===== src/rtl/ctrl_dec_pkg.sv =====
`timescale 1ns/1ps
package ctrl_dec_pkg;
  localparam int OPC_W = 6;
  localparam int FN_W  = 6;
  localparam int AOP_W = 4;

  typedef enum logic [AOP_W-1:0] {
    AOP_AND  = 4'h0,
    AOP_OR   = 4'h1,
    AOP_ADD  = 4'h2,
    AOP_ADDU = 4'h3,
    AOP_XOR  = 4'h4,
    AOP_SUBU = 4'h5,
    AOP_SUB  = 4'h6,
    AOP_SLT  = 4'h7,
    AOP_SLTU = 4'h8,
    AOP_NOR  = 4'hC
  } aop_e;

  typedef enum logic [2:0] {
    CLS_REG, CLS_IMM, CLS_LOAD, CLS_STORE, CLS_BEQ, CLS_JUMP, CLS_BAD
  } cls_e;

  localparam logic [OPC_W-1:0] OP_REG   = 6'b000000;
  localparam logic [OPC_W-1:0] OP_JMP   = 6'b000010;
  localparam logic [OPC_W-1:0] OP_BEQ   = 6'b000100;
  localparam logic [OPC_W-1:0] OP_ADDI  = 6'b001000;
  localparam logic [OPC_W-1:0] OP_ADDIU = 6'b001001;
  localparam logic [OPC_W-1:0] OP_SLTI  = 6'b001010;
  localparam logic [OPC_W-1:0] OP_SLTIU = 6'b001011;
  localparam logic [OPC_W-1:0] OP_ANDI  = 6'b001100;
  localparam logic [OPC_W-1:0] OP_ORI   = 6'b001101;
  localparam logic [OPC_W-1:0] OP_XORI  = 6'b001110;
  localparam logic [OPC_W-1:0] OP_LDW   = 6'b100011;
  localparam logic [OPC_W-1:0] OP_STW   = 6'b101011;

  localparam logic [FN_W-1:0] FN_ADD  = 6'd32;
  localparam logic [FN_W-1:0] FN_ADDU = 6'd33;
  localparam logic [FN_W-1:0] FN_SUB  = 6'd34;
  localparam logic [FN_W-1:0] FN_SUBU = 6'd35;
  localparam logic [FN_W-1:0] FN_AND  = 6'd36;
  localparam logic [FN_W-1:0] FN_OR   = 6'd37;
  localparam logic [FN_W-1:0] FN_XOR  = 6'd38;
  localparam logic [FN_W-1:0] FN_NOR  = 6'd39;
  localparam logic [FN_W-1:0] FN_SLT  = 6'd42;
  localparam logic [FN_W-1:0] FN_SLTU = 6'd43;

  typedef struct packed {
    logic reg_wr;
    logic dst_rd;
    logic src_imm;
    logic mem_to_reg;
    logic mem_rd;
    logic mem_wr;
    logic branch;
    logic jump;
    logic ext_sign;
  } ctl_t;

  localparam ctl_t CTL_NONE = '0;
endpackage


===== src/rtl/ctrl_opc_class.sv =====
`timescale 1ns/1ps
// Classifies the major opcode and resolves the per-opcode immediate details.
module ctrl_opc_class
  import ctrl_dec_pkg::*;
(
  input  logic [OPC_W-1:0] opcode,
  output cls_e             cls,
  output aop_e             imm_aop,
  output logic             imm_sext
);
  always_comb begin
    cls      = CLS_BAD;
    imm_aop  = AOP_AND;
    imm_sext = 1'b0;
    unique case (opcode)
      OP_REG:   cls = CLS_REG;
      OP_JMP:   cls = CLS_JUMP;
      OP_BEQ:   cls = CLS_BEQ;
      OP_LDW:   cls = CLS_LOAD;
      OP_STW:   cls = CLS_STORE;
      OP_ADDI:  begin cls = CLS_IMM; imm_aop = AOP_ADD;  imm_sext = 1'b1; end
      OP_ADDIU: begin cls = CLS_IMM; imm_aop = AOP_ADDU; imm_sext = 1'b1; end
      OP_SLTI:  begin cls = CLS_IMM; imm_aop = AOP_SLT;  imm_sext = 1'b1; end
      OP_SLTIU: begin cls = CLS_IMM; imm_aop = AOP_SLTU; imm_sext = 1'b1; end
      OP_ANDI:  begin cls = CLS_IMM; imm_aop = AOP_AND;  imm_sext = 1'b0; end
      OP_ORI:   begin cls = CLS_IMM; imm_aop = AOP_OR;   imm_sext = 1'b0; end
      OP_XORI:  begin cls = CLS_IMM; imm_aop = AOP_XOR;  imm_sext = 1'b0; end
      default:  cls = CLS_BAD;
    endcase
  end
endmodule


===== src/rtl/ctrl_fn_decode.sv =====
`timescale 1ns/1ps
// Maps the function field of register-register instructions to an ALU code.
module ctrl_fn_decode
  import ctrl_dec_pkg::*;
(
  input  logic [FN_W-1:0] funct,
  output logic            fn_ok,
  output aop_e            fn_aop
);
  always_comb begin
    fn_ok  = 1'b1;
    fn_aop = AOP_AND;
    unique case (funct)
      FN_ADD:  fn_aop = AOP_ADD;
      FN_ADDU: fn_aop = AOP_ADDU;
      FN_SUB:  fn_aop = AOP_SUB;
      FN_SUBU: fn_aop = AOP_SUBU;
      FN_AND:  fn_aop = AOP_AND;
      FN_OR:   fn_aop = AOP_OR;
      FN_XOR:  fn_aop = AOP_XOR;
      FN_NOR:  fn_aop = AOP_NOR;
      FN_SLT:  fn_aop = AOP_SLT;
      FN_SLTU: fn_aop = AOP_SLTU;
      default: fn_ok  = 1'b0;
    endcase
  end
endmodule


===== src/rtl/ctrl_line_gen.sv =====
`timescale 1ns/1ps
// Builds the control lines for each instruction class and squashes illegal ones.
module ctrl_line_gen
  import ctrl_dec_pkg::*;
(
  input  cls_e             cls,
  input  logic             fn_ok,
  input  aop_e             fn_aop,
  input  aop_e             imm_aop,
  input  logic             imm_sext,
  output ctl_t             ctl,
  output logic [AOP_W-1:0] aop,
  output logic             bad
);
  ctl_t ctl_raw;
  aop_e aop_raw;
  logic bad_raw;

  always_comb begin
    ctl_raw = CTL_NONE;
    aop_raw = AOP_AND;
    bad_raw = 1'b0;
    unique case (cls)
      CLS_REG: begin
        ctl_raw.reg_wr = 1'b1;
        ctl_raw.dst_rd = 1'b1;
        aop_raw        = fn_aop;
        bad_raw        = ~fn_ok;
      end
      CLS_IMM: begin
        ctl_raw.reg_wr   = 1'b1;
        ctl_raw.src_imm  = 1'b1;
        ctl_raw.ext_sign = imm_sext;
        aop_raw          = imm_aop;
      end
      CLS_LOAD: begin
        ctl_raw.reg_wr     = 1'b1;
        ctl_raw.src_imm    = 1'b1;
        ctl_raw.mem_to_reg = 1'b1;
        ctl_raw.mem_rd     = 1'b1;
        ctl_raw.ext_sign   = 1'b1;
        aop_raw            = AOP_ADD;
      end
      CLS_STORE: begin
        ctl_raw.src_imm  = 1'b1;
        ctl_raw.mem_wr   = 1'b1;
        ctl_raw.ext_sign = 1'b1;
        aop_raw          = AOP_ADD;
      end
      CLS_BEQ: begin
        ctl_raw.branch   = 1'b1;
        ctl_raw.ext_sign = 1'b1;
        aop_raw          = AOP_SUB;
      end
      CLS_JUMP: ctl_raw.jump = 1'b1;
      default:  bad_raw = 1'b1;
    endcase
  end

  // An illegal encoding must leave no trace on the datapath.
  always_comb begin
    bad = bad_raw;
    if (bad_raw) begin
      ctl = CTL_NONE;
      aop = '0;
    end else begin
      ctl = ctl_raw;
      aop = aop_raw;
    end
  end
endmodule


===== src/rtl/instr_ctrl_decoder.sv =====
`timescale 1ns/1ps
module instr_ctrl_decoder
  import ctrl_dec_pkg::*;
(
  input  logic [OPC_W-1:0] opcode,
  input  logic [FN_W-1:0]  funct,
  output logic             reg_wr,
  output logic             dst_rd,
  output logic             alu_src_imm,
  output logic             mem_to_reg,
  output logic             mem_rd,
  output logic             mem_wr,
  output logic             branch,
  output logic             jump,
  output logic             ext_sign,
  output logic [AOP_W-1:0] alu_op,
  output logic             illegal
);
  cls_e cls;
  aop_e imm_aop;
  aop_e fn_aop;
  logic imm_sext;
  logic fn_ok;
  ctl_t ctl;

  ctrl_opc_class u_cls (
    .opcode   (opcode),
    .cls      (cls),
    .imm_aop  (imm_aop),
    .imm_sext (imm_sext)
  );

  ctrl_fn_decode u_fn (
    .funct  (funct),
    .fn_ok  (fn_ok),
    .fn_aop (fn_aop)
  );

  ctrl_line_gen u_gen (
    .cls      (cls),
    .fn_ok    (fn_ok),
    .fn_aop   (fn_aop),
    .imm_aop  (imm_aop),
    .imm_sext (imm_sext),
    .ctl      (ctl),
    .aop      (alu_op),
    .bad      (illegal)
  );

  assign reg_wr      = ctl.reg_wr;
  assign dst_rd      = ctl.dst_rd;
  assign alu_src_imm = ctl.src_imm;
  assign mem_to_reg  = ctl.mem_to_reg;
  assign mem_rd      = ctl.mem_rd;
  assign mem_wr      = ctl.mem_wr;
  assign branch      = ctl.branch;
  assign jump        = ctl.jump;
  assign ext_sign    = ctl.ext_sign;
endmodule


===== config.mk =====
export PLATFORM = sky130hd
export DESIGN_NAME = instr_ctrl_decoder
export DESIGN_NICKNAME = d
export VERILOG_FILES = /design/src/rtl/ctrl_dec_pkg.sv /design/src/rtl/ctrl_opc_class.sv /design/src/rtl/ctrl_fn_decode.sv /design/src/rtl/ctrl_line_gen.sv /design/src/rtl/instr_ctrl_decoder.sv
export SDC_FILE = /design/constraint.sdc
export NUM_CORES = 1
export LEC_CHECK = 0
export ABC_CLOCK_PERIOD_IN_PS = 1110
export BUFFER_PORTS_ARGS = -buffer_cell sky130_fd_sc_hd__buf_2
export CORE_UTILIZATION = 35
export DETAILED_ROUTE_END_ITERATION = 10
export PLACE_DENSITY = 0.73
export SLEW_MARGIN = 20
export SYNTH_ARGS = -nofsm -noshare
export SYNTH_HDL_FRONTEND = slang
export SYNTH_HIERARCHICAL = 1
export SYNTH_SLANG_ARGS = --single-unit

===== constraint.sdc =====
create_clock -name vclk -period 1.11
set_input_delay 0.0555 -clock vclk [all_inputs]
set_output_delay 0.0555 -clock vclk [all_outputs]
set_load 0.005 [all_outputs]

Word level (Yosys, flattened, before mapping)

Index checks and enable logic that the tools add are counted.

Register bits after elaboration: 0
Bits of input ports: 12
Logic and storage cells: 54

Equal/unequal tests: 26
Mux-type cells: 17
Bitwise operators: 1
Reductions and logical operators: 10

Operators with widths:

| kind                 | count |
|---|---|
| $eq A6 B6 Y1 const B | 12 |
| $eq A6 B4 Y1 const B | 7 |
| $pmux W4 S9          | 1 |
| $pmux W4 S6          | 1 |
| $pmux W3 S6          | 1 |
| $pmux W4 S4          | 1 |
| $reduce_or A10 Y1    | 1 |
| $mux W9              | 1 |
| $reduce_or A3 Y1     | 3 |
| $mux W1              | 8 |
| $reduce_or A7 Y1     | 1 |
| $eq A3 B2 Y1 const B | 2 |
| $eq A3 B3 Y1 const B | 2 |
| $eq A6 B2 Y1 const B | 1 |
| $eq A6 B3 Y1 const B | 1 |
| $logic_not A6 Y1     | 1 |
| $reduce_or A5 Y1     | 1 |
| $mux W4              | 1 |
| $pmux W1 S2          | 2 |
| $reduce_or A4 Y1     | 1 |
| $eq A3 B1 Y1 const B | 1 |
| $logic_not A3 Y1     | 1 |
| $mux W2              | 1 |
| $reduce_or A2 Y1     | 1 |
| $not A1 Y1           | 1 |

Logic depth before layout (Yosys ltp)

Word-level depth: 7
Gate-level depth with buffers: 8
Mapped depth without buffers: 5

By module

The synthesis kept the hierarchy.

By module, submodules not included:

| module         | times used | cells an instance | area each (µm²) | seq. area each (µm²) |
|---|---|---|---|---|
| ctrl_line_gen  | 1          | 31                | 225.2           | 0.0 |
| ctrl_opc_class | 1          | 25                | 140.1           | 0.0 |
| ctrl_fn_decode | 1          | 15                | 90.1            | 0.0 |

Worst setup path after synthesis

OpenSTA, ideal clock, no wires.

Path kind: input port to output port
Start: in opcode[0]
End: out mem_to_reg
Data arrival time: 1252 ps
Required time: 1054 ps
Setup slack: -197 ps
Stages: 7
Path buffers: 3
Cells stage by stage: buf_4 -> clkinv_1 -> maj3_2 -> nand2_1 -> buf_4 -> nor3b_1 -> buf_4

Longest elaborated chain between the ends: 7
Elaborated cells between the ends (all ways): 24

RTL lines:

| element                                    | line                     | RTL |
|---|---|---|
| from (decl)                                | instr_ctrl_decoder.sv:5  | `input logic [OPC_W-1:0] opcode,` |
| $eq A6 B4 Y1                               | ctrl_opc_class.sv:15     | `unique case (opcode)` |
| $reduce_or A7 Y1 (no source line)          | -                        |  |
| $pmux W3 S6 *                              | ctrl_opc_class.sv:15     |  |
| named net cls[1]                           | instr_ctrl_decoder.sv:19 | `cls_e cls;` |
| $eq A3 B1 Y1, or another cell as far along | ctrl_line_gen.sv:23      | `unique case (cls)` |
| $reduce_or A5 Y1 (no source line)          | -                        |  |
| $pmux W1 S2                                | ctrl_line_gen.sv:23      |  |
| $mux W9 *                                  | ctrl_line_gen.sv:63      | `if (bad_raw) begin` |
| to (decl)                                  | instr_ctrl_decoder.sv:10 | `output logic mem_to_reg,` |

Mark *: on every way through the listed nets, which the timed path passes. The rest lies on a longest branch.

Final worst setup path

Start: in opcode[1]
End: out illegal

Longest elaborated chain between the ends: 6
Elaborated cells between the ends (all ways): 22

RTL lines:

| element                                    | line                     | RTL |
|---|---|---|
| $eq A6 B4 Y1                               | ctrl_opc_class.sv:15     |  |
| $reduce_or A7 Y1 (no source line)          | -                        |  |
| $pmux W3 S6 *                              | ctrl_opc_class.sv:15     |  |
| named net cls[2]                           | instr_ctrl_decoder.sv:19 |  |
| $eq A3 B1 Y1, or another cell as far along | ctrl_line_gen.sv:23      |  |
| $reduce_or A5 Y1 (no source line)          | -                        |  |
| $pmux W1 S2 *                              | ctrl_line_gen.sv:23      |  |
| to (decl)                                  | instr_ctrl_decoder.sv:17 | `output logic illegal` |

Marked as above.

==> key figures <==
Synthesis
  • Area of the mapped netlist: around 460 sq um
  • Synth warnings: 6
  • Sequential area share after synthesis: 0%
  • Syn_area_per_cell: 6.41 sq um
  • Top post-synthesis cells by area: nand2_1 9.1%, a21oi_1 8.8%, buf_4 8.2%
  • Library cells used by synthesis: 30
  • Mapped Cells: slightly above 70
  • Yosys top cell by area: nand2_1
  • Post-Syn Nets: 83
  • Post-synth top area share: a little under a tenth

Worst setup path
  • Crit. End Element: output pin
  • Delay of the slowest critical-path stage: about 0.28 ns
  • Critical Path Source Type: input port
  • Critical path arrival: 1.28 ns
  • Cells along the critical path: buf_8 > nor2b_4 > o211ai_1 > a31o_4 > or2_4 > o31ai_4 > buf_2
  • CP max FO: 5
  • Slowest-stage cell, CP: a31o_4
  • WS Path Type: in2out
  • CP required: 1.05 ns

Detailed routing
  • DR top layer: met4
  • M1 wire length: roughly 700 um
  • Post-DR wirelength/cell: about 14 um
  • Metal2 WL: around 960 um
  • Final routed DRC violation total: 0
  • DR vias: 712
  • First-pass DRT Iterations: 4
  • Routed wire length: approximately 1800 um
  • Vias/cell: about 5.6
  • Post-DRT Antenna Nets: 0
  • Initial DRC Count: 19
  • Detail Route met3 WL: 101 um

GRT
  • Final global-route overflow total: 0
  • Vias in the first global route: between 600 and 700
  • First-pass GRT wire length: approximately 2700 um
  • Initial antenna violation count: 0
  • Overall routing resource usage: about a quarter
  • Largest net degree at the start of global routing: 9

Die
  • FP Rows: 12
  • Num ports: 26
  • Die Y-Extent: approximately 38 um
  • Die Width: between 30 and 40 um
  • Die ar.: between 0.001 and 0.0015 sq mm
  • Core area: approximately 0.0012 sq mm
  • Initial Utilization: about two fifths

Final layout
  • # diodes: 0
  • Fillers: 72
  • # clk buffers: 0
  • Fin cells: 128
  • Finished Cell Area: 927 sq um
  • Register area: 0 sq um
  • P&R area growth vs syn: 104%
  • Sequential cells: 0
  • Layout Utilization: ~80%
  • Proportion of layout cells with a drive suffix above 1: 64.9%
  • Layout Nets: 128

Placement
  • I/O Buffers: 26
  • Placed Area: 696 sq um
  • Placer Congestion: 0.751
  • Post-DP HPWL: 1060 um
  • Inst Count DP: between 100 and 150
  • DP Worst Slack: -0.226 ns

Status
  • Status: complete, but fails checks
  • Violated checks: setup timing

Timing
  • # setup viols final: 14
  • Setup TNS: -1.94 ns
  • Worst hold margin: 0.607 ns
  • Fin crit share: 120%
  • Relative slew slack: about four fifths
  • Max Slew Vio Count: 0
  • PnR worst setup slack: -0.224 ns
  • Post-layout min period: about 1.3 ns
  • Worst-Margin Slew: between 0.2 and 0.3 ns
  • Final hold vios: 0
  • RSZ-0062 raised after global routing: true
  • Fmax: between 0.7 and 0.8 GHz

Power and ir drop
  • Leak Pwr: around 0.42 nW
  • Total power draw: around 330 uW
  • Pwr dens: between 300 and 400 mW/mm^2
  • Max VDD drop: about 0.22 mV

Clock network
  • Hold_buf cts: 0

Hold path
  • Hold WC Path Type: in2out

Run
  • # Max-Cap Violations: 0
## cell usage after synthesis, drive strengths merged (2+ instances only)
library cell,instances
o32ai,2
nor3b,5
nand3b,3
and3b,2
nand2b,2
nand2,11
buf,6
a21oi,8
o21ai,2
nor2,10
nor3,3
## cell families (layout without fill, tap and decap cells)
kind of cell	after synthesis	after routing	share of synthesized area [%]
buf+inv	8	51	12.4
xor+xnor	1	1	1.92
simple gates	42	42	54.1
fa+ha+maj	1	1	2.47
mux	1	1	2.20
compound gates	18	18	26.9
## cells in the final DEF (no fill, tap or decap), types with 2 or more instances in the layout
| master | instances |
|---|---|
| nor3_1 | 2 |
| nand3b_1 | 3 |
| buf_6 | 13 |
| buf_8 | 2 |
| nor2_1 | 8 |
| a21oi_1 | 5 |
| and3b_2 | 2 |
| nand2_4 | 2 |
| nor3b_1 | 2 |
| buf_4 | 15 |
| buf_2 | 19 |
| nand2b_1 | 2 |
| a21oi_2 | 3 |
| nand2_1 | 8 |
| nor3b_2 | 2 |
## metal layers
| metal | GRT usage (%) | vias to the layer above |
|---|---|---|
| li1 | - | 344 |
| met1 | 28.8 | 322 |
| met2 | 49.6 | 40 |
| met3 | 1.16 | 6 |
| met4 | 7.14 | 0 |
| met5 | 0 | - |
## area by class of cell
| type | count | area (sq um) | area share (%) |
|---|---|---|---|
| inverters | 2 | 7.51 | 0.810 |
| multi-input cells | 63 | 518 | 55.9 |
| well taps | 14 | 17.5 | 1.89 |
| repair buffers | 49 | 384 | 41.4 |
## report_power, final
group	internal (mW)	switching (mW)	total (mW)	leakage (nW)
clock	0	0	0	0
combinational	0.181	0.152	0.333	0.422
sequential	0	0	0	0
## final timing paths
check  startpoint   endpoint  slack, ns  cells after the start
max     opcode[1]    illegal      -0.22                      7
min      funct[0]  alu_op[3]       0.61                      6
## worst max-delay path, delay by kind of cell
kind / cells / cell delay, ns
compound gates: 3 / 0.56
buf+inv: 2 / 0.23
simple gates: 2 / 0.43
## repair_timing
| action | 4_1_cts | 5_1_grt |
|---|---|---|
| gates resized for setup | 31 | 15 |
| setup buffers | 3 | 0 |
| cloned | 3 | 0 |
| pin swaps | 11 | 6 |
| endpoints found under the setup margin | 14 | 14 |
Power figures use the tool's default switching activity.
